===== config.mk =====
export PLATFORM = sky130hd
export DESIGN_NAME = uart_rx_buf
export DESIGN_NICKNAME = d
export VERILOG_FILES = /design/src/rtl/rxb_pkg.sv /design/src/rtl/rxb_sampler.sv /design/src/rtl/rxb_framer.sv /design/src/rtl/rxb_fifo.sv /design/src/rtl/uart_rx_buf.sv
export SDC_FILE = /design/constraint.sdc
export NUM_CORES = 1
export LEC_CHECK = 0
export BUFFER_PORTS_ARGS = -buffer_cell sky130_fd_sc_hd__buf_2
export CORE_ASPECT_RATIO = 2
export CORE_MARGIN = 4
export CORE_UTILIZATION = 60
export DETAILED_ROUTE_END_ITERATION = 12
export GPL_TIMING_DRIVEN = 0
export PLACE_DENSITY_LB_ADDON = 0.1
export SYNTH_ARGS = -nofsm -noshare
export SYNTH_HDL_FRONTEND = slang
export SYNTH_HIERARCHICAL = 1
export SYNTH_SLANG_ARGS = --single-unit
export TNS_END_PERCENT = 30

===== constraint.sdc =====
create_clock -name clk -period 3.5 [get_ports clk]
set_input_delay 1.05 -clock clk [delete_from_list [all_inputs] [get_ports clk]]
set_output_delay 1.05 -clock clk [all_outputs]
set_load 0.05 [all_outputs]

===== src/rtl/rxb_pkg.sv =====
package rxb_pkg;

    localparam int OSR_STD  = 16;
    localparam int OSR_DBL  = 8;
    localparam int MAX_DATA = 9;

    typedef enum logic [2:0] {
        ST_IDLE,
        ST_START,
        ST_DATA,
        ST_PAR,
        ST_STOP
    } rx_state_e;

    // character as it leaves the bit engine
    typedef struct packed {
        logic [MAX_DATA-1:0] data;
        logic                fe;
        logic                pe;
        logic                marker;
    } rx_frame_t;

    // character as it sits in the buffer
    typedef struct packed {
        logic [MAX_DATA-1:0] data;
        logic                fe;
        logic                pe;
        logic                dor;
    } rx_entry_t;

    function automatic int data_bits(input logic [2:0] code);
        case (code)
            3'd0:    return 5;
            3'd1:    return 6;
            3'd2:    return 7;
            3'd3:    return 8;
            3'd7:    return 9;
            default: return 8;
        endcase
    endfunction

    function automatic logic vote3(input logic a, input logic b, input logic c);
        return (a & b) | (a & c) | (b & c);
    endfunction

endpackage


===== src/rtl/rxb_sampler.sv =====
module rxb_sampler #(
    parameter int SYNC_STAGES = 2
) (
    input  logic clk,
    input  logic rst,
    input  logic rxd,
    output logic line
);
    logic [SYNC_STAGES-1:0] chain;

    generate
        for (genvar i = 0; i < SYNC_STAGES; i++) begin : g_sync
            always_ff @(posedge clk) begin
                if (rst) begin
                    chain[i] <= 1'b1;
                end else if (i == 0) begin
                    chain[i] <= rxd;
                end else begin
                    chain[i] <= chain[(i == 0) ? 0 : i-1];
                end
            end
        end
    endgenerate

    assign line = chain[SYNC_STAGES-1];
endmodule


===== src/rtl/rxb_framer.sv =====
module rxb_framer
    import rxb_pkg::*;
(
    input  logic       clk,
    input  logic       rst,
    input  logic       run,
    input  logic       tick,
    input  logic       line,
    input  logic       dbl,
    input  logic [1:0] par_mode,
    input  logic [2:0] frame_sz,
    output logic       start_det,
    output logic       done,
    output rx_frame_t  frame
);
    localparam int CW = $clog2(OSR_STD);
    localparam int BW = $clog2(MAX_DATA + 1);

    rx_state_e           state;
    logic [CW-1:0]       cnt;
    logic [CW-1:0]       last_c;
    logic [CW-1:0]       mid_c;
    logic [CW-1:0]       vote_end;
    logic [1:0]          votes;
    logic [BW-1:0]       bit_idx;
    logic [BW-1:0]       nbits;
    logic [MAX_DATA-1:0] sh;
    logic [MAX_DATA-1:0] aligned;
    logic                par_acc;
    logic                pe_r;
    logic                prev_line;
    logic                bit_val;
    logic                decide;
    logic                bit_end;

    always_comb begin
        last_c   = dbl ? CW'(OSR_DBL - 1) : CW'(OSR_STD - 1);
        mid_c    = dbl ? CW'(OSR_DBL / 2) : CW'(OSR_STD / 2);
        vote_end = mid_c + CW'(1);
        nbits    = BW'(data_bits(frame_sz));
        bit_val  = vote3(votes[0], votes[1], line);
        decide   = tick && (cnt == vote_end);
        bit_end  = tick && (cnt == last_c);
        aligned  = sh >> (BW'(MAX_DATA) - nbits);
    end

    always_ff @(posedge clk) begin
        if (rst || !run) begin
            state     <= ST_IDLE;
            cnt       <= '0;
            votes     <= 2'b11;
            bit_idx   <= '0;
            sh        <= '0;
            par_acc   <= 1'b0;
            pe_r      <= 1'b0;
            prev_line <= 1'b1;
            start_det <= 1'b0;
            done      <= 1'b0;
            frame     <= '0;
        end else begin
            start_det <= 1'b0;
            done      <= 1'b0;
            if (tick) begin
                prev_line <= line;
            end
            if (state != ST_IDLE && tick) begin
                if (cnt == mid_c - CW'(1)) votes[0] <= line;
                if (cnt == mid_c)          votes[1] <= line;
                cnt <= (cnt == last_c) ? '0 : cnt + CW'(1);
            end
            case (state)
                ST_IDLE: begin
                    if (tick && prev_line && !line) begin
                        state     <= ST_START;
                        cnt       <= CW'(1);
                        start_det <= 1'b1;
                        bit_idx   <= '0;
                        par_acc   <= 1'b0;
                        pe_r      <= 1'b0;
                    end
                end
                ST_START: begin
                    if (tick && cnt == mid_c && line) begin
                        state <= ST_IDLE;
                    end else if (bit_end) begin
                        state <= ST_DATA;
                    end
                end
                ST_DATA: begin
                    if (decide) begin
                        sh      <= {bit_val, sh[MAX_DATA-1:1]};
                        par_acc <= par_acc ^ bit_val;
                    end
                    if (bit_end) begin
                        if (bit_idx == nbits - BW'(1)) begin
                            state <= par_mode[1] ? ST_PAR : ST_STOP;
                        end else begin
                            bit_idx <= bit_idx + BW'(1);
                        end
                    end
                end
                ST_PAR: begin
                    if (decide) begin
                        pe_r <= par_acc ^ bit_val ^ par_mode[0];
                    end
                    if (bit_end) begin
                        state <= ST_STOP;
                    end
                end
                ST_STOP: begin
                    if (decide) begin
                        done         <= 1'b1;
                        frame.data   <= aligned;
                        frame.fe     <= !bit_val;
                        frame.pe     <= pe_r;
                        frame.marker <= (nbits == BW'(MAX_DATA)) ? aligned[MAX_DATA-1] : bit_val;
                        state        <= ST_IDLE;
                    end
                end
                default: state <= ST_IDLE;
            endcase
        end
    end
endmodule


===== src/rtl/rxb_fifo.sv =====
module rxb_fifo
    import rxb_pkg::*;
#(
    parameter int DEPTH = 2
) (
    input  logic                       clk,
    input  logic                       rst,
    input  logic                       flush,
    input  logic                       push,
    input  rx_entry_t                  din,
    input  logic                       pop,
    output rx_entry_t                  head,
    output logic [$clog2(DEPTH+1)-1:0] count,
    output logic                       empty,
    output logic                       full
);
    localparam int PW  = (DEPTH > 1) ? $clog2(DEPTH) : 1;
    localparam int CNW = $clog2(DEPTH + 1);

    rx_entry_t         mem [DEPTH];
    logic [PW-1:0]     wp;
    logic [PW-1:0]     rp;

    function automatic logic [PW-1:0] nxt(input logic [PW-1:0] p);
        return (p == PW'(DEPTH - 1)) ? '0 : p + PW'(1);
    endfunction

    always_ff @(posedge clk) begin
        if (rst || flush) begin
            wp    <= '0;
            rp    <= '0;
            count <= '0;
        end else begin
            if (push) begin
                mem[wp] <= din;
                wp      <= nxt(wp);
            end
            if (pop) begin
                rp <= nxt(rp);
            end
            case ({push, pop})
                2'b10:   count <= count + CNW'(1);
                2'b01:   count <= count - CNW'(1);
                default: count <= count;
            endcase
        end
    end

    assign head  = mem[rp];
    assign empty = (count == '0);
    assign full  = (count == CNW'(DEPTH));
endmodule


===== src/rtl/uart_rx_buf.sv =====
module uart_rx_buf
    import rxb_pkg::*;
#(
    parameter int BUF_DEPTH   = 2,
    parameter int SYNC_STAGES = 2
) (
    input  logic       clk,
    input  logic       rst,
    input  logic       rxd,
    input  logic       baud_tick,
    input  logic       rx_en,
    input  logic       dbl_speed,
    input  logic       mpcm,
    input  logic [1:0] par_mode,
    input  logic [2:0] frame_sz,
    input  logic       rxc_ie,
    input  logic       gie,
    input  logic       rd_stb,
    output logic [7:0] rx_data,
    output logic       rx_bit9,
    output logic       err_frame,
    output logic       err_parity,
    output logic       err_overrun,
    output logic       rx_complete,
    output logic       rx_irq
);
    localparam int CNW = $clog2(BUF_DEPTH + 1);

    logic           line;
    logic           start_det;
    logic           frm_done;
    rx_frame_t      frm;
    rx_entry_t      head;
    rx_entry_t      pend;
    rx_entry_t      new_entry;
    rx_entry_t      push_data;
    logic           pend_v;
    logic           ovr_mark;
    logic [CNW-1:0] buf_cnt;
    logic           empty;
    logic           full;
    logic           accept;
    logic           pop;
    logic           space;
    logic           push_pend;
    logic           push_new;
    logic           hold_new;
    logic           ovr_hit;

    rxb_sampler #(.SYNC_STAGES(SYNC_STAGES)) u_samp (
        .clk  (clk),
        .rst  (rst),
        .rxd  (rxd),
        .line (line)
    );

    rxb_framer u_frm (
        .clk       (clk),
        .rst       (rst),
        .run       (rx_en),
        .tick      (baud_tick),
        .line      (line),
        .dbl       (dbl_speed),
        .par_mode  (par_mode),
        .frame_sz  (frame_sz),
        .start_det (start_det),
        .done      (frm_done),
        .frame     (frm)
    );

    always_comb begin
        accept    = frm_done && (!mpcm || frm.marker);
        pop       = rd_stb && !empty && rx_en;
        space     = !full || pop;
        push_pend = pend_v && space;
        push_new  = accept && space && !pend_v;
        hold_new  = accept && !push_new;
        ovr_hit   = start_det && pend_v && full && !pop;
        new_entry = '{data: frm.data, fe: frm.fe, pe: frm.pe, dor: ovr_mark};
        push_data = push_pend ? pend : new_entry;
    end

    rxb_fifo #(.DEPTH(BUF_DEPTH)) u_buf (
        .clk   (clk),
        .rst   (rst),
        .flush (!rx_en),
        .push  (push_pend || push_new),
        .din   (push_data),
        .pop   (pop),
        .head  (head),
        .count (buf_cnt),
        .empty (empty),
        .full  (full)
    );

    // character waiting behind a full buffer, plus the overrun mark
    always_ff @(posedge clk) begin
        if (rst || !rx_en) begin
            pend     <= '0;
            pend_v   <= 1'b0;
            ovr_mark <= 1'b0;
        end else begin
            if (hold_new) begin
                pend     <= new_entry;
                pend_v   <= 1'b1;
                ovr_mark <= 1'b0;
            end else if (push_pend) begin
                pend_v <= 1'b0;
            end else if (ovr_hit) begin
                pend_v   <= 1'b0;
                ovr_mark <= 1'b1;
            end
            if (push_new) begin
                ovr_mark <= 1'b0;
            end
        end
    end

    assign rx_complete = !empty;
    assign rx_data     = head.data[7:0] & {8{!empty}};
    assign rx_bit9     = head.data[8] & !empty;
    assign err_frame   = head.fe & !empty;
    assign err_parity  = head.pe & !empty;
    assign err_overrun = head.dor & !empty;
    assign rx_irq      = rxc_ie & gie & !empty;
endmodule


==> results_tabular.tex, run 1 <==
\begin{tabular}{lr}
\hline
Metric & Value \\
\hline
\multicolumn{2}{l}{\textbf{Setup path}} \\
Kind of start point of the critical path & input port \\
Maximum fanout along the worst path & 10 \\
Highest cell delay on the worst timing path & 0.35 ns \\
Chain of cells forming the critical path & buf\_2, clkbuf\_1, nand2b\_1, a21oi\_1, inv\_1, ha\_1, dlygate4sd1\_1, nor2\_1, nand3\_1, a311oi\_1 \\
CP max stage cell & sky130\_fd\_sc\_hd\_\_dlygate4sd1\_1 \\
Family of cells with the greatest summed delay on the critical path & buffers and inverters \\
Start-to-end type of the worst setup path & input port to flop \\
Required time at the endpoint of the critical path & 3.74 ns \\
CP Data Arrival Time & 3.31 ns \\
Total buffers and inverters traversed by the critical path & 4 \\
Endpoint class of the critical path & flop \\
\multicolumn{2}{l}{\textbf{Detailed routing}} \\
Vias after detailed routing & 3314 \\
Initial DRC count & 160 \\
Remaining number of nets flagged by the antenna check after routing & 0 \\
DRT Wirelength & 8490 um \\
Detailed-route DRC error count & 0 \\
Average wire length per cell after detail routing & 14.7 um \\
Post-DR vias/cell & 5.73 \\
Number of optimization iterations in the first detailed-route pass & 5 \\
\multicolumn{2}{l}{\textbf{Logic synthesis}} \\
Most numerous cell types in the synthesized netlist & 60 x sky130\_fd\_sc\_hd\_\_dfxtp\_1, 44 x sky130\_fd\_sc\_hd\_\_nand2\_1, 42 x sky130\_fd\_sc\_hd\_\_nor2\_1 \\
Count leader, synth & sky130\_fd\_sc\_hd\_\_dfxtp\_1 \\
FFs w/ async S/R, synth & 0 \\
Number of storage elements in the synthesis netlist & 84 \\
Cell taking the most area after synthesis & sky130\_fd\_sc\_hd\_\_dfxtp\_1 \\
Simple logic cell fraction of the synthesized area & 0.200 \\
Number of warnings reported in the yosys synthesis log & 6 \\
Average cell area after synthesis & 9.68 um\^{}2 \\
Post-Synthesis Cells & 444 \\
Portion of netlist area occupied by mux cells & 0.128 \\
Share of synthesized cell area in full adder, half adder and majority cells & 0.0198 \\
Combinational family with the most area after synthesis & simple AND/OR/NAND/NOR gates \\
Xor and xnor fraction of the mapped netlist area & 0.0265 \\
Post-Synthesis Net Count & 465 \\
Fraction of post-synthesis cell area in the top cell type by area & 0.279 \\
Synthesized-area fraction occupied by ao, oa, aoi and oai cells & 0.133 \\
Post-Syn Area & 4300 um\^{}2 \\
Post-synthesis sequential area ratio & 0.447 \\
EDFF count, synth & 24 \\
Top flip-flop cell by instance count after synthesis & sky130\_fd\_sc\_hd\_\_dfxtp\_1 \\
Yosys cell types & 65 \\
Top area cells in the synthesized netlist & sky130\_fd\_sc\_hd\_\_dfxtp\_1 28\%, sky130\_fd\_sc\_hd\_\_edfxtp\_1 17\%, sky130\_fd\_sc\_hd\_\_mux2\_2 6.6\%, sky130\_fd\_sc\_hd\_\_mux2i\_1 6.3\%, sky130\_fd\_sc\_hd\_\_nand2\_1 3.8\% \\
\multicolumn{2}{l}{\textbf{Clock network}} \\
Deepest level of the CTS H-tree & 3 \\
Clock tree from TritonCTS & built \\
Root buffer selected by CTS & sky130\_fd\_sc\_hd\_\_clkbuf\_16 \\
Maximum number of buffers from clock root to sink & 2 \\
\# clock sinks & 84 \\
Total setup buffers inserted after CTS & 0 \\
CTS Buf Count & 9 \\
\# resized after CTS & 0 \\
Insertion delay of the later-clocked pin in the worst-skew pair & 0.34 ns \\
Cts-stage hold buffer count & 0 \\
Clock transition at the registers of the reported paths & 0.06 ns \\
\multicolumn{2}{l}{\textbf{Power and ir drop}} \\
Power per unit of standard cell area & 447 nW/um\^{}2 \\
Standby leakage power & 1.83 nW \\
Maximum vdd drop & 0.000276 V \\
\multicolumn{2}{l}{\textbf{Placed design}} \\
Post-DP HPWL & 6430 um \\
RePlAce Congestion & 0.848 \\
Post-placement setup slack & 0.154 ns \\
Count of port buffers added during placement & 27 \\
\multicolumn{2}{l}{\textbf{Final layout}} \\
Final layout net count & 504 \\
Antenna diodes & 0 \\
Synth-to-layout area growth & 13.9\% \\
Area occupied by registers & 1920 um\^{}2 \\
Area used by multi-input combinational logic & 2190 um\^{}2 \\
\# fillers & 534 \\
Fraction of layout instances using a drive strength above 1 & 0.197 \\
\multicolumn{2}{l}{\textbf{STA}} \\
Worst slew margin & 0.611 \\
Total Neg Setup Slack & 0 ns \\
Final hold violation count & 0 \\
Post-route minimum period & 3.06 ns \\
Least-Margin Pin Slew & 0.584 ns \\
Unrepaired setup endpoints after global routing & no \\
Clock Skew & 0.00576 ns \\
Final Slew Violations & 0 \\
Achievable clock frequency & 326 MHz \\
Total of endpoints with negative setup slack in the final report & 0 \\
Final worst slack & 0.437 ns \\
Period Utilization, post-route & 0.875 \\
\multicolumn{2}{l}{\textbf{GRT}} \\
Largest net degree at the start of global routing & 14 \\
Total congestion overflow after global routing & 0 \\
Wire length of the first global-routing pass & 14600 um \\
Vias in the first global route & 3376 \\
Initial antenna violation count & 0 \\
Global-route total usage across every layer & 0.221 \\
\multicolumn{2}{l}{\textbf{Flow run}} \\
Max cap viols & 0 \\
\multicolumn{2}{l}{\textbf{Floorplan}} \\
Number of placement rows & 43 \\
Number of placed I/O pins & 29 \\
Initial core utilization & 0.619 \\
Core area & 6940 um\^{}2 \\
Die Span X & 67.8 um \\
Area of the die & 8660 um\^{}2 \\
Die span in y & 128 um \\
\multicolumn{2}{l}{\textbf{Min path}} \\
Worst min path class & flop to flop \\
\multicolumn{2}{l}{\textbf{Run status}} \\
Result of the run & completed \\
\hline
\end{tabular}
-- layout make-up --
type                    instances  share of cell area
flip-flops and latches         84               0.393
inverters                      14              0.0107
plain buffers                  23              0.0294
repair buffers                 28              0.0291
clock buffers                  12              0.0483
well taps                      90              0.0230
multi-input cells             323               0.447
clock inverters                 4              0.0199
-- where the power goes --
part | switching (mW) | internal, mW
sequential | 0.00231 | 0.997
combinational | 0.0808 | 0.0456
clock | 0.363 | 0.697
total | 0.446 | 1.74
-- final timing paths --
path | from | endpoint | slack (ns) | cells after the start
worst max-delay path | frame_sz[1] | u_frm/frame[0] | 0.44 | 10
worst min-delay path | u_samp/chain[0] | u_samp/line | 0.41 | 1
worst max register to register | u_buf/count[0] | u_buf/mem[0][7] | 1.30 | 6
worst min register to register | u_samp/chain[0] | u_samp/line | 0.41 | 1
-- logic make-up (layout without fill, tap and decap cells) --
| family | Yosys count | after routing |
|---|---|---|
| AND/OR/NAND/NOR | 166 | 166 |
| XOR/XNOR | 13 | 13 |
| adder cells (fa/ha/maj) | 7 | 7 |
| buffers and inverters | 37 | 81 |
| multiplexers | 52 | 52 |
| AO/OA/AOI/OAI | 85 | 85 |
| flip-flops | 84 | 84 |
-- state kept, by name (all words and copies together) (netlist names), 2 cells and up, named ones only --
signal	flops
u_frm/bit_idx	4
u_buf/mem	24
u_frm/sh	9
u_frm/votes	2
u_frm/cnt	4
u_buf/count	2
pend	12
u_frm/frame	12
u_frm/state	3
-- layer usage --
metal	vias up	routed length (um)	global-route usage
met1	1562	3140	0.211
met2	62	4800	0.422
met4	0	307	0.140
met3	22	244	0.0219
met5	-	0	0
li1	1668	-	-
-- cell usage in the layout, fill, tap and decap left out, types with 4 or more instances in the layout --
master                       n
sky130_fd_sc_hd__buf_6       4
sky130_fd_sc_hd__nand2_1    44
sky130_fd_sc_hd__o22ai_1     5
sky130_fd_sc_hd__buf_2      33
sky130_fd_sc_hd__mux2i_1    27
sky130_fd_sc_hd__inv_1      14
sky130_fd_sc_hd__o21ai_0    16
sky130_fd_sc_hd__mux2_2     25
sky130_fd_sc_hd__a211oi_1    4
sky130_fd_sc_hd__nor2b_1    16
sky130_fd_sc_hd__nand3_1     9
sky130_fd_sc_hd__edfxtp_1   24
sky130_fd_sc_hd__buf_4       5
sky130_fd_sc_hd__a31oi_1     5
sky130_fd_sc_hd__clkbuf_1   11
sky130_fd_sc_hd__nand3b_1    6
sky130_fd_sc_hd__nand2b_1    7
sky130_fd_sc_hd__a21oi_1    24
sky130_fd_sc_hd__clkbuf_16   9
sky130_fd_sc_hd__nor3_1     13
sky130_fd_sc_hd__xor2_1      7
sky130_fd_sc_hd__nor2_1     42
sky130_fd_sc_hd__ha_1        6
sky130_fd_sc_hd__dfxtp_1    60
sky130_fd_sc_hd__and3_1      5
sky130_fd_sc_hd__xnor2_1     6
-- metrics by stage --
stage          area, um^2  total power, mW  cells  hold WS [ns]  utilization
2_1_floorplan        4300             1.11    444         0.383            -
3_3_place_gp         4550             1.14    561         0.393        0.655
3_5_place_dp         4560             1.14    562         0.397        0.657
4_1_cts              4890             2.20    578         0.408        0.705
5_1_grt              4890             2.26    578         0.426        0.705
6_report             4890             2.19    578         0.408        0.705
(Power assumes the default switching activity.)
==> inputs of run 2 (changes only) <==
--- a/config.mk
+++ b/config.mk
@@ -6,12 +6,15 @@
 export NUM_CORES = 1
 export LEC_CHECK = 0
 export BUFFER_PORTS_ARGS = -buffer_cell sky130_fd_sc_hd__buf_2
+export CELL_PAD_IN_SITES_DETAIL_PLACEMENT = 0
+export CELL_PAD_IN_SITES_GLOBAL_PLACEMENT = 1
 export CORE_ASPECT_RATIO = 2
 export CORE_MARGIN = 4
-export CORE_UTILIZATION = 60
+export CORE_UTILIZATION = 47
 export DETAILED_ROUTE_END_ITERATION = 12
 export GPL_TIMING_DRIVEN = 0
 export PLACE_DENSITY_LB_ADDON = 0.1
+export SKIP_LAST_GASP = 1
 export SYNTH_ARGS = -nofsm -noshare
 export SYNTH_HDL_FRONTEND = slang
 export SYNTH_HIERARCHICAL = 1
==> run 2 against run 1 <==
  * Power fell by 6.6%
  * Largest power group is now sequential cells
  * Register-to-register slack lost 0.07 ns
  * Count of clock-buffer cells in the layout is 3 lower
  * Core utilization fell by 16 points
  * Combinational power is essentially flat
==> results_tabular.tex, run 2 (same netlist as run 1, synthesis figures left out) <==
\begin{tabular}{lr}
\hline
Metric & Value \\
\hline
\multicolumn{2}{l}{\textbf{Clock network}} \\
CTS Buf Count & 9 (unchanged) \\
Cts-stage hold buffer count & 0 (unchanged) \\
Maximum number of buffers from clock root to sink & 2 (unchanged) \\
Clock transition at the registers of the reported paths & 0.07 ns (was 0.06 ns) \\
\# resized after CTS & 0 (unchanged) \\
Deepest level of the CTS H-tree & 3 (unchanged) \\
Root buffer selected by CTS & sky130\_fd\_sc\_hd\_\_clkbuf\_16 (unchanged) \\
Clock tree from TritonCTS & built (unchanged) \\
Insertion delay of the later-clocked pin in the worst-skew pair & 0.34 ns (about the same) \\
\# clock sinks & 84 (unchanged) \\
Total setup buffers inserted after CTS & 0 (unchanged) \\
\multicolumn{2}{l}{\textbf{STA}} \\
Unrepaired setup endpoints after global routing & no (unchanged) \\
Achievable clock frequency & 325 MHz (was 326 MHz) \\
Clock Skew & 0.00685 ns (was 0.00576 ns) \\
Final hold violation count & 0 (unchanged) \\
Final Slew Violations & 0 (unchanged) \\
Worst slew margin & 0.606 (was 0.611) \\
Least-Margin Pin Slew & 0.586 ns (was 0.584 ns) \\
Total of endpoints with negative setup slack in the final report & 0 (unchanged) \\
Period Utilization, post-route & 0.878 (was 0.875) \\
Post-route minimum period & 3.07 ns (was 3.06 ns) \\
\multicolumn{2}{l}{\textbf{Power and ir drop}} \\
Switching Fraction & 0.245 (was 0.204) \\
Maximum vdd drop & 0.000218 V (was 0.000276 V) \\
Register share of total power & 0.489 (was 0.457) \\
Standby leakage power & 1.81 nW (was 1.83 nW) \\
P\_sw & 500 uW (was 446 uW) \\
Power per unit of standard cell area & 420 nW/um\^{}2 (was 447 nW/um\^{}2) \\
Combinational cell fraction of total power & 0.063 (was 0.058) \\
Overall power & 2.04 mW (was 2.19 mW) \\
Clk network pwr share & 0.448 (was 0.485) \\
Internal power contribution & 1.54 mW (was 1.74 mW) \\
\multicolumn{2}{l}{\textbf{Placed design}} \\
Post-DP HPWL & 6810 um (was 6430 um) \\
DP Cell Count & 574 (was 562) \\
RePlAce Congestion & 0.824 (was 0.848) \\
Count of port buffers added during placement & 27 (unchanged) \\
Area after DPL & 4570 um\^{}2 (was 4560 um\^{}2) \\
\multicolumn{2}{l}{\textbf{Floorplan}} \\
Initial core utilization & 0.480 (was 0.619) \\
Core area & 8950 um\^{}2 (was 6940 um\^{}2) \\
Die Span X & 75.6 um (was 67.8 um) \\
Number of placement rows & 49 (was 43) \\
Die span in y & 143 um (was 128 um) \\
Number of placed I/O pins & 29 (unchanged) \\
Area of the die & 10800 um\^{}2 (was 8660 um\^{}2) \\
\multicolumn{2}{l}{\textbf{Detailed routing}} \\
Remaining number of nets flagged by the antenna check after routing & 0 (unchanged) \\
Average wire length per cell after detail routing & 15.0 um (was 14.7 um) \\
Initial DRC count & 156 (was 160) \\
Post-DR vias/cell & 5.52 (was 5.73) \\
DRT Wirelength & 8870 um (was 8490 um) \\
Vias after detailed routing & 3257 (was 3314) \\
Detailed-route DRC error count & 0 (unchanged) \\
Number of optimization iterations in the first detailed-route pass & 4 (was 5) \\
\multicolumn{2}{l}{\textbf{GRT}} \\
Global-route total usage across every layer & 0.172 (was 0.221) \\
Largest net degree at the start of global routing & 18 (was 14) \\
Total congestion overflow after global routing & 0 (unchanged) \\
Wire length of the first global-routing pass & 14300 um (was 14600 um) \\
Initial antenna violation count & 0 (unchanged) \\
Vias in the first global route & 3101 (was 3376) \\
\multicolumn{2}{l}{\textbf{Final layout}} \\
Area used by multi-input combinational logic & 2190 um\^{}2 (unchanged) \\
Fraction of layout instances using a drive strength above 1 & 0.203 (was 0.197) \\
Final instance area & 4860 um\^{}2 (was 4890 um\^{}2) \\
Most frequent cells in the layout & 60 x sky130\_fd\_sc\_hd\_\_dfxtp\_1, 44 x sky130\_fd\_sc\_hd\_\_nand2\_1, 42 x sky130\_fd\_sc\_hd\_\_nor2\_1 (unchanged) \\
Area occupied by registers & 1920 um\^{}2 (unchanged) \\
Most frequent standard cell in the layout excluding fill and tap cells & sky130\_fd\_sc\_hd\_\_dfxtp\_1 (unchanged) \\
Non-filler cells, final & 590 (was 578) \\
\# fillers & 853 (was 534) \\
Number of flip-flops under the largest register name & 24 (unchanged) \\
Synth-to-layout area growth & 13.2\% (was 13.9\%) \\
Registers with the most flip-flops & u\_buf/mem (24), pend (12), u\_frm/frame (12) (unchanged) \\
Antenna diodes & 0 (unchanged) \\
Final layout net count & 504 (unchanged) \\
Top reg by flops & u\_buf/mem (unchanged) \\
\multicolumn{2}{l}{\textbf{Setup path}} \\
Family of cells with the greatest summed delay on the critical path & buffers and inverters (unchanged) \\
CP Data Arrival Time & 3.32 ns (was 3.31 ns) \\
Required time at the endpoint of the critical path & 3.74 ns (about the same) \\
Endpoint class of the critical path & flop (unchanged) \\
Total buffers and inverters traversed by the critical path & 4 (unchanged) \\
Chain of cells forming the critical path & buf\_2, clkbuf\_1, nand2b\_1, a21oi\_1, inv\_1, ha\_1, dlygate4sd1\_1, nor2\_1, nand3\_1, a311oi\_1 (unchanged) \\
Maximum fanout along the worst path & 10 (unchanged) \\
Start-to-end type of the worst setup path & input port to flop (unchanged) \\
CP max stage cell & sky130\_fd\_sc\_hd\_\_dlygate4sd1\_1 (unchanged) \\
Kind of start point of the critical path & input port (unchanged) \\
Highest cell delay on the worst timing path & 0.34 ns (was 0.35 ns) \\
\multicolumn{2}{l}{\textbf{Run status}} \\
Result of the run & completed (unchanged) \\
\multicolumn{2}{l}{\textbf{Min path}} \\
Worst min path class & flop to flop (unchanged) \\
\multicolumn{2}{l}{\textbf{Flow run}} \\
Max cap viols & 0 (unchanged) \\
\hline
\end{tabular}
==> run 2: final timing paths <==
check	from	endpoint	slack, ns	cells after the start
setup / recovery	frame_sz[1]	u_frm/frame[0]	0.43	10
hold / removal	u_samp/chain[0]	u_samp/line	0.42	1
setup reg to reg	u_buf/count[0]	u_buf/mem[0][10]	1.23	6
hold reg to reg	u_samp/chain[0]	u_samp/line	0.42	1
==> run 2: final cells by class <==
class / count / area share
Multi-Input combinational cell: 323 / 0.449
Sequential cell: 84 / 0.395
Clock buffer: 9 / 0.0463
Buffer: 23 / 0.0296
Timing Repair Buffer: 28 / 0.0293
Tap cell: 102 / 0.0262
Clock inverter: 7 / 0.0134
Inverter: 14 / 0.0108
==> run 2: power groups by stage <==
stage	Combinational [mW]	Clock, mW	Sequential, mW
finish	0.128	0.915	0.999
global route	0.141	0.983	0.999
CTS	0.128	0.942	0.999
detailed placement	0.127	0	1.02
global placement	0.126	0	1.02
floorplan	0.0879	0	1.02
==> run 2: metrics by stage <==
stage	TNS [ns]	setup slack, ns	hold slack (ns)	utilization
final	0	0.426	0.420	0.543
after global placement	-5.34	-0.445	0.396	0.510
after floorplan	0	0.272	0.383	-
after CTS	0	0.467	0.414	0.543
after global routing	0	0.220	0.445	0.543
after detailed placement	0	0.143	0.391	0.511
==> run 2: metal layers <==
layer,global-route usage,vias to the layer above,wire length [um]
met2,0.320,46,5010
met1,0.181,1530,3460
met5,0,-,0
li1,-,1669,-
met3,0.0268,12,212
met4,0.0783,0,183
==> inputs of run 3 (changes only) <==
--- a/config.mk
+++ b/config.mk
@@ -17,6 +17,5 @@
 export SKIP_LAST_GASP = 1
 export SYNTH_ARGS = -nofsm -noshare
 export SYNTH_HDL_FRONTEND = slang
-export SYNTH_HIERARCHICAL = 1
 export SYNTH_SLANG_ARGS = --single-unit
 export TNS_END_PERCENT = 30
==> constraint.sdc (replaced) <==
create_clock -name clk -period 3 [get_ports clk]
set_input_delay 0.9 -clock clk [delete_from_list [all_inputs] [get_ports clk]]
set_output_delay 0.9 -clock clk [all_outputs]
set_load 0.05 [all_outputs]
==> run 3 against run 2 <==
  * Synthesized cell count fell by 3.8%
  * Combinational power fell by 10%
  * Cell count fell by 4.1%
  * Via count rose by 0.18%
  * First-iteration DRC count fell by 9.6%
  * Non-clock buffer count fell by 1
  * Wire length rose by 8.6%
  * Sequential share of layout area rose by 1.2 points
  * Count of clock-buffer cells in the layout did not move
  * Largest cell class unchanged
==> results_tabular.tex, run 3 <==
\begin{tabular}{lr}
\hline
Metric & Value \\
\hline
\multicolumn{2}{l}{\textbf{STA}} \\
Total Neg Setup Slack & 0 ns (unchanged) \\
Final hold violation count & 0 (unchanged) \\
Least-Margin Pin Slew & 0.939 ns (was 0.586 ns) \\
Period Utilization, post-route & 0.917 \\
Unrepaired setup endpoints after global routing & no (unchanged) \\
Smallest hold slack & 0.421 ns (was 0.420 ns) \\
Post-route minimum period & 2.75 ns \\
Final Slew Violations & 0 (unchanged) \\
Worst slew margin & 0.371 (was 0.606) \\
Total of endpoints with negative setup slack in the final report & 0 (unchanged) \\
Achievable clock frequency & 363 MHz \\
Clock Skew & 0.00862 ns (was 0.00685 ns) \\
\multicolumn{2}{l}{\textbf{Final layout}} \\
Most frequent standard cell in the layout excluding fill and tap cells & sky130\_fd\_sc\_hd\_\_dfxtp\_1 (unchanged) \\
Number of flip-flops under the largest register name & 24 (unchanged) \\
Fraction of layout instances using a drive strength above 1 & 0.148 (was 0.203) \\
Final layout net count & 482 (was 504) \\
Antenna diodes & 0 (unchanged) \\
Final instance area & 4730 um\^{}2 (was 4860 um\^{}2) \\
Registers with the most flip-flops & u\_buf.mem (24), pend (12), u\_frm.frame (12) (was u\_buf/mem (24), pend (12), u\_frm/frame (12)) \\
Most frequent cells in the layout & 60 x sky130\_fd\_sc\_hd\_\_dfxtp\_1, 57 x sky130\_fd\_sc\_hd\_\_nor2\_1, 39 x sky130\_fd\_sc\_hd\_\_mux2i\_1 (was 60 x sky130\_fd\_sc\_hd\_\_dfxtp\_1, 44 x sky130\_fd\_sc\_hd\_\_nand2\_1, 42 x sky130\_fd\_sc\_hd\_\_nor2\_1) \\
Synth-to-layout area growth & 14.5\% (was 13.2\%) \\
Top reg by flops & u\_buf.mem (was u\_buf/mem) \\
\multicolumn{2}{l}{\textbf{Logic synthesis}} \\
Portion of netlist area occupied by mux cells & 0.130 (was 0.128) \\
Post-Synthesis Net Count & 448 (was 465) \\
Xor and xnor fraction of the mapped netlist area & 0.0254 (was 0.0265) \\
Average cell area after synthesis & 9.67 um\^{}2 (was 9.68 um\^{}2) \\
Yosys cell types & 59 (was 65) \\
Post-Syn Area & 4130 um\^{}2 (was 4300 um\^{}2) \\
Most numerous cell types in the synthesized netlist & 60 x sky130\_fd\_sc\_hd\_\_dfxtp\_1, 57 x sky130\_fd\_sc\_hd\_\_nor2\_1, 39 x sky130\_fd\_sc\_hd\_\_mux2i\_1 (was 60 x sky130\_fd\_sc\_hd\_\_dfxtp\_1, 44 x sky130\_fd\_sc\_hd\_\_nand2\_1, 42 x sky130\_fd\_sc\_hd\_\_nor2\_1) \\
EDFF count, synth & 24 (unchanged) \\
FFs w/ async S/R, synth & 0 (unchanged) \\
Top flip-flop cell by instance count after synthesis & sky130\_fd\_sc\_hd\_\_dfxtp\_1 (unchanged) \\
Count leader, synth & sky130\_fd\_sc\_hd\_\_dfxtp\_1 (unchanged) \\
Post-Synthesis Cells & 427 (was 444) \\
Number of warnings reported in the yosys synthesis log & 0 (was 6) \\
Top area cells in the synthesized netlist & sky130\_fd\_sc\_hd\_\_dfxtp\_1 29\%, sky130\_fd\_sc\_hd\_\_edfxtp\_1 17\%, sky130\_fd\_sc\_hd\_\_mux2i\_1 9.5\%, sky130\_fd\_sc\_hd\_\_nor2\_1 5.2\%, sky130\_fd\_sc\_hd\_\_mux2\_2 3.5\% (was sky130\_fd\_sc\_hd\_\_dfxtp\_1 28\%, sky130\_fd\_sc\_hd\_\_edfxtp\_1 17\%, sky130\_fd\_sc\_hd\_\_mux2\_2 6.6\%, sky130\_fd\_sc\_hd\_\_mux2i\_1 6.3\%, sky130\_fd\_sc\_hd\_\_nand2\_1 3.8\%) \\
Synthesized-area fraction occupied by ao, oa, aoi and oai cells & 0.152 (was 0.133) \\
Number of storage elements in the synthesis netlist & 84 (unchanged) \\
Cell taking the most area after synthesis & sky130\_fd\_sc\_hd\_\_dfxtp\_1 (unchanged) \\
Post-synthesis sequential area ratio & 0.465 (was 0.447) \\
Fraction of post-synthesis cell area in the top cell type by area & 0.291 (was 0.279) \\
Simple logic cell fraction of the synthesized area & 0.165 (was 0.200) \\
Share of synthesized cell area in full adder, half adder and majority cells & 0.0206 (was 0.0198) \\
Combinational family with the most area after synthesis & simple AND/OR/NAND/NOR gates (unchanged) \\
\multicolumn{2}{l}{\textbf{Run status}} \\
Result of the run & completed (unchanged) \\
\multicolumn{2}{l}{\textbf{Flow run}} \\
Max cap viols & 0 (unchanged) \\
\multicolumn{2}{l}{\textbf{Power and ir drop}} \\
Maximum vdd drop & 0.000324 V (was 0.000218 V) \\
Standby leakage power & 1.64 nW (was 1.81 nW) \\
Power per unit of standard cell area & 541 nW/um\^{}2 (was 420 nW/um\^{}2) \\
\multicolumn{2}{l}{\textbf{Detailed routing}} \\
Number of optimization iterations in the first detailed-route pass & 4 (unchanged) \\
DRT Wirelength & 9630 um (was 8870 um) \\
Post-DR vias/cell & 5.77 (was 5.52) \\
Highest metal layer with signal wires & met4 (unchanged) \\
Average wire length per cell after detail routing & 17.0 um (was 15.0 um) \\
Remaining number of nets flagged by the antenna check after routing & 0 (unchanged) \\
DRT met1 WL & 3430 um (was 3460 um) \\
Detailed route wirelength on metal3 & 244 um (was 212 um) \\
Metal2 WL & 5510 um (was 5010 um) \\
Detailed-route DRC error count & 0 (unchanged) \\
Vias after detailed routing & 3263 (was 3257) \\
Initial DRC count & 141 (was 156) \\
\multicolumn{2}{l}{\textbf{Setup path}} \\
Required time at the endpoint of the critical path & 3.27 ns (was 3.74 ns) \\
Start-to-end type of the worst setup path & input port to flop (unchanged) \\
Maximum fanout along the worst path & 10 (unchanged) \\
Dominant cell type by count on the critical path & sky130\_fd\_sc\_hd\_\_buf\_2 \\
CP max stage cell & sky130\_fd\_sc\_hd\_\_ha\_1 (was sky130\_fd\_sc\_hd\_\_dlygate4sd1\_1) \\
Chain of cells forming the critical path & buf\_2, buf\_2, xor2\_1, nand2\_1, ha\_1, inv\_1, o21ai\_0, a211oi\_1, a2111o\_1, a21oi\_1 (was buf\_2, clkbuf\_1, nand2b\_1, a21oi\_1, inv\_1, ha\_1, dlygate4sd1\_1, nor2\_1, nand3\_1, a311oi\_1) \\
CP Data Arrival Time & 3.02 ns (was 3.32 ns) \\
Highest cell delay on the worst timing path & 0.46 ns (was 0.34 ns) \\
Endpoint class of the critical path & flop (unchanged) \\
Kind of start point of the critical path & input port (unchanged) \\
\multicolumn{2}{l}{\textbf{Clock network}} \\
Total setup buffers inserted after CTS & 0 (unchanged) \\
Deepest level of the CTS H-tree & 3 (unchanged) \\
Clock transition at the registers of the reported paths & 0.06 ns (was 0.07 ns) \\
Clock tree from TritonCTS & built (unchanged) \\
Insertion delay of the later-clocked pin in the worst-skew pair & 0.34 ns (about the same) \\
\# clock sinks & 84 (unchanged) \\
Maximum number of buffers from clock root to sink & 2 (unchanged) \\
CTS Buf Count & 9 (unchanged) \\
Root buffer selected by CTS & sky130\_fd\_sc\_hd\_\_clkbuf\_16 (unchanged) \\
\multicolumn{2}{l}{\textbf{GRT}} \\
Vias in the first global route & 3365 (was 3101) \\
Initial antenna violation count & 0 (unchanged) \\
Wire length of the first global-routing pass & 16200 um (was 14300 um) \\
Total congestion overflow after global routing & 0 (unchanged) \\
Global-route total usage across every layer & 0.203 (was 0.172) \\
Largest net degree at the start of global routing & 16 (was 18) \\
\multicolumn{2}{l}{\textbf{Min path}} \\
Worst min path class & flop to flop (unchanged) \\
\multicolumn{2}{l}{\textbf{Placed design}} \\
Count of port buffers added during placement & 24 (was 27) \\
Area after DPL & 4380 um\^{}2 (was 4570 um\^{}2) \\
RePlAce Congestion & 0.878 (was 0.824) \\
Post-DP HPWL & 7300 um (was 6810 um) \\
\multicolumn{2}{l}{\textbf{Floorplan}} \\
Area of the die & 10400 um\^{}2 (was 10800 um\^{}2) \\
Die span in y & 141 um (was 143 um) \\
Die Span X & 74.3 um (was 75.6 um) \\
Number of placed I/O pins & 29 (unchanged) \\
Number of placement rows & 48 (was 49) \\
Core area & 8590 um\^{}2 (was 8950 um\^{}2) \\
Initial core utilization & 0.481 (was 0.480) \\
\hline
\end{tabular}
[run 3: cell types whose count changed in the layout (fill, tap and decap cells not counted), moves of 5 or more]
cell                       before  now
sky130_fd_sc_hd__nor2_1        42   57
sky130_fd_sc_hd__nand2_1       44   28
sky130_fd_sc_hd__clkbuf_1       8   17
sky130_fd_sc_hd__o22ai_1        5    0
sky130_fd_sc_hd__nor3_1        13    8
sky130_fd_sc_hd__mux2i_1       27   39
sky130_fd_sc_hd__nor2b_1       16    2
sky130_fd_sc_hd__mux2_2        25   13
[run 3: metal layers]
layer  vias up  track usage
li1       1619            -
met1      1551        0.198
met2        63        0.387
met3        30       0.0178
met4         0        0.123
met5         -            0
[run 3: path summary, 6_finish.rpt]
check | from | endpoint | slack [ns] | depth (start not counted)
max reg2reg | u_frm.frame[0] | u_buf.mem[0][8] | 0.75 | 5
min | u_samp.chain[0] | u_samp.line | 0.42 | 1
min reg2reg | u_samp.chain[0] | u_samp.line | 0.42 | 1
max | frame_sz[1] | u_frm.frame[4] | 0.25 | 10
[run 3: kinds of logic (layout without fill, tap and decap cells)]
kind of cell    Yosys count  in the layout
xor+xnor                 12             12
fa+ha+maj                 7              7
mux                      52             52
simple gates            140            140
compound gates           89             89
flops                    84             84
buf+inv                  43             82
[run 3: what timing repair did]
action / in CTS / in global routing
endpoints found under the setup margin: 0 / 1
resized for setup: 0 / 2
hold buffers: 0 / 0
[run 3: worst max-delay path: cells and delay by family]
family / cells / cell delay [ns]
AOI/OAI and AO/OA: 4 / 0.76
buffers and inverters: 3 / 0.64
adders and majority gates: 1 / 0.46
xor gates and xnor gates: 1 / 0.17
and+or+nand+nor: 1 / 0.08
[run 3: layout make-up]
type / instances / area [um^2]
Buffer: 26 / 110
Clock buffer: 9 / 225
Clock inverter: 7 / 123
Fill cell: 805 / 3860
Inverter: 16 / 60.1
Multi-Input combinational cell: 300 / 2040
Sequential cell: 84 / 1920
Tap cell: 100 / 125
Timing Repair Buffer: 24 / 120
[run 3: power breakdown]
group	internal (mW)	total, mW	switching, mW
Sequential	1.16	1.16	0.00182
Clock	0.821	1.28	0.460
Combinational	0.0368	0.115	0.0780
Total	2.02	2.56	0.540
[run 3: metrics by stage]
stage / utilization / power (mW) / cells / setup WS [ns]
CTS: 0.551 / 2.58 / 567 / 0.108
floorplan: - / 1.26 / 427 / 0.145
global route: 0.550 / 2.64 / 566 / 0.0538
global placement: 0.510 / 1.30 / 551 / -0.381
finish: 0.550 / 2.56 / 566 / 0.249
detailed placement: 0.510 / 1.30 / 551 / -0.232
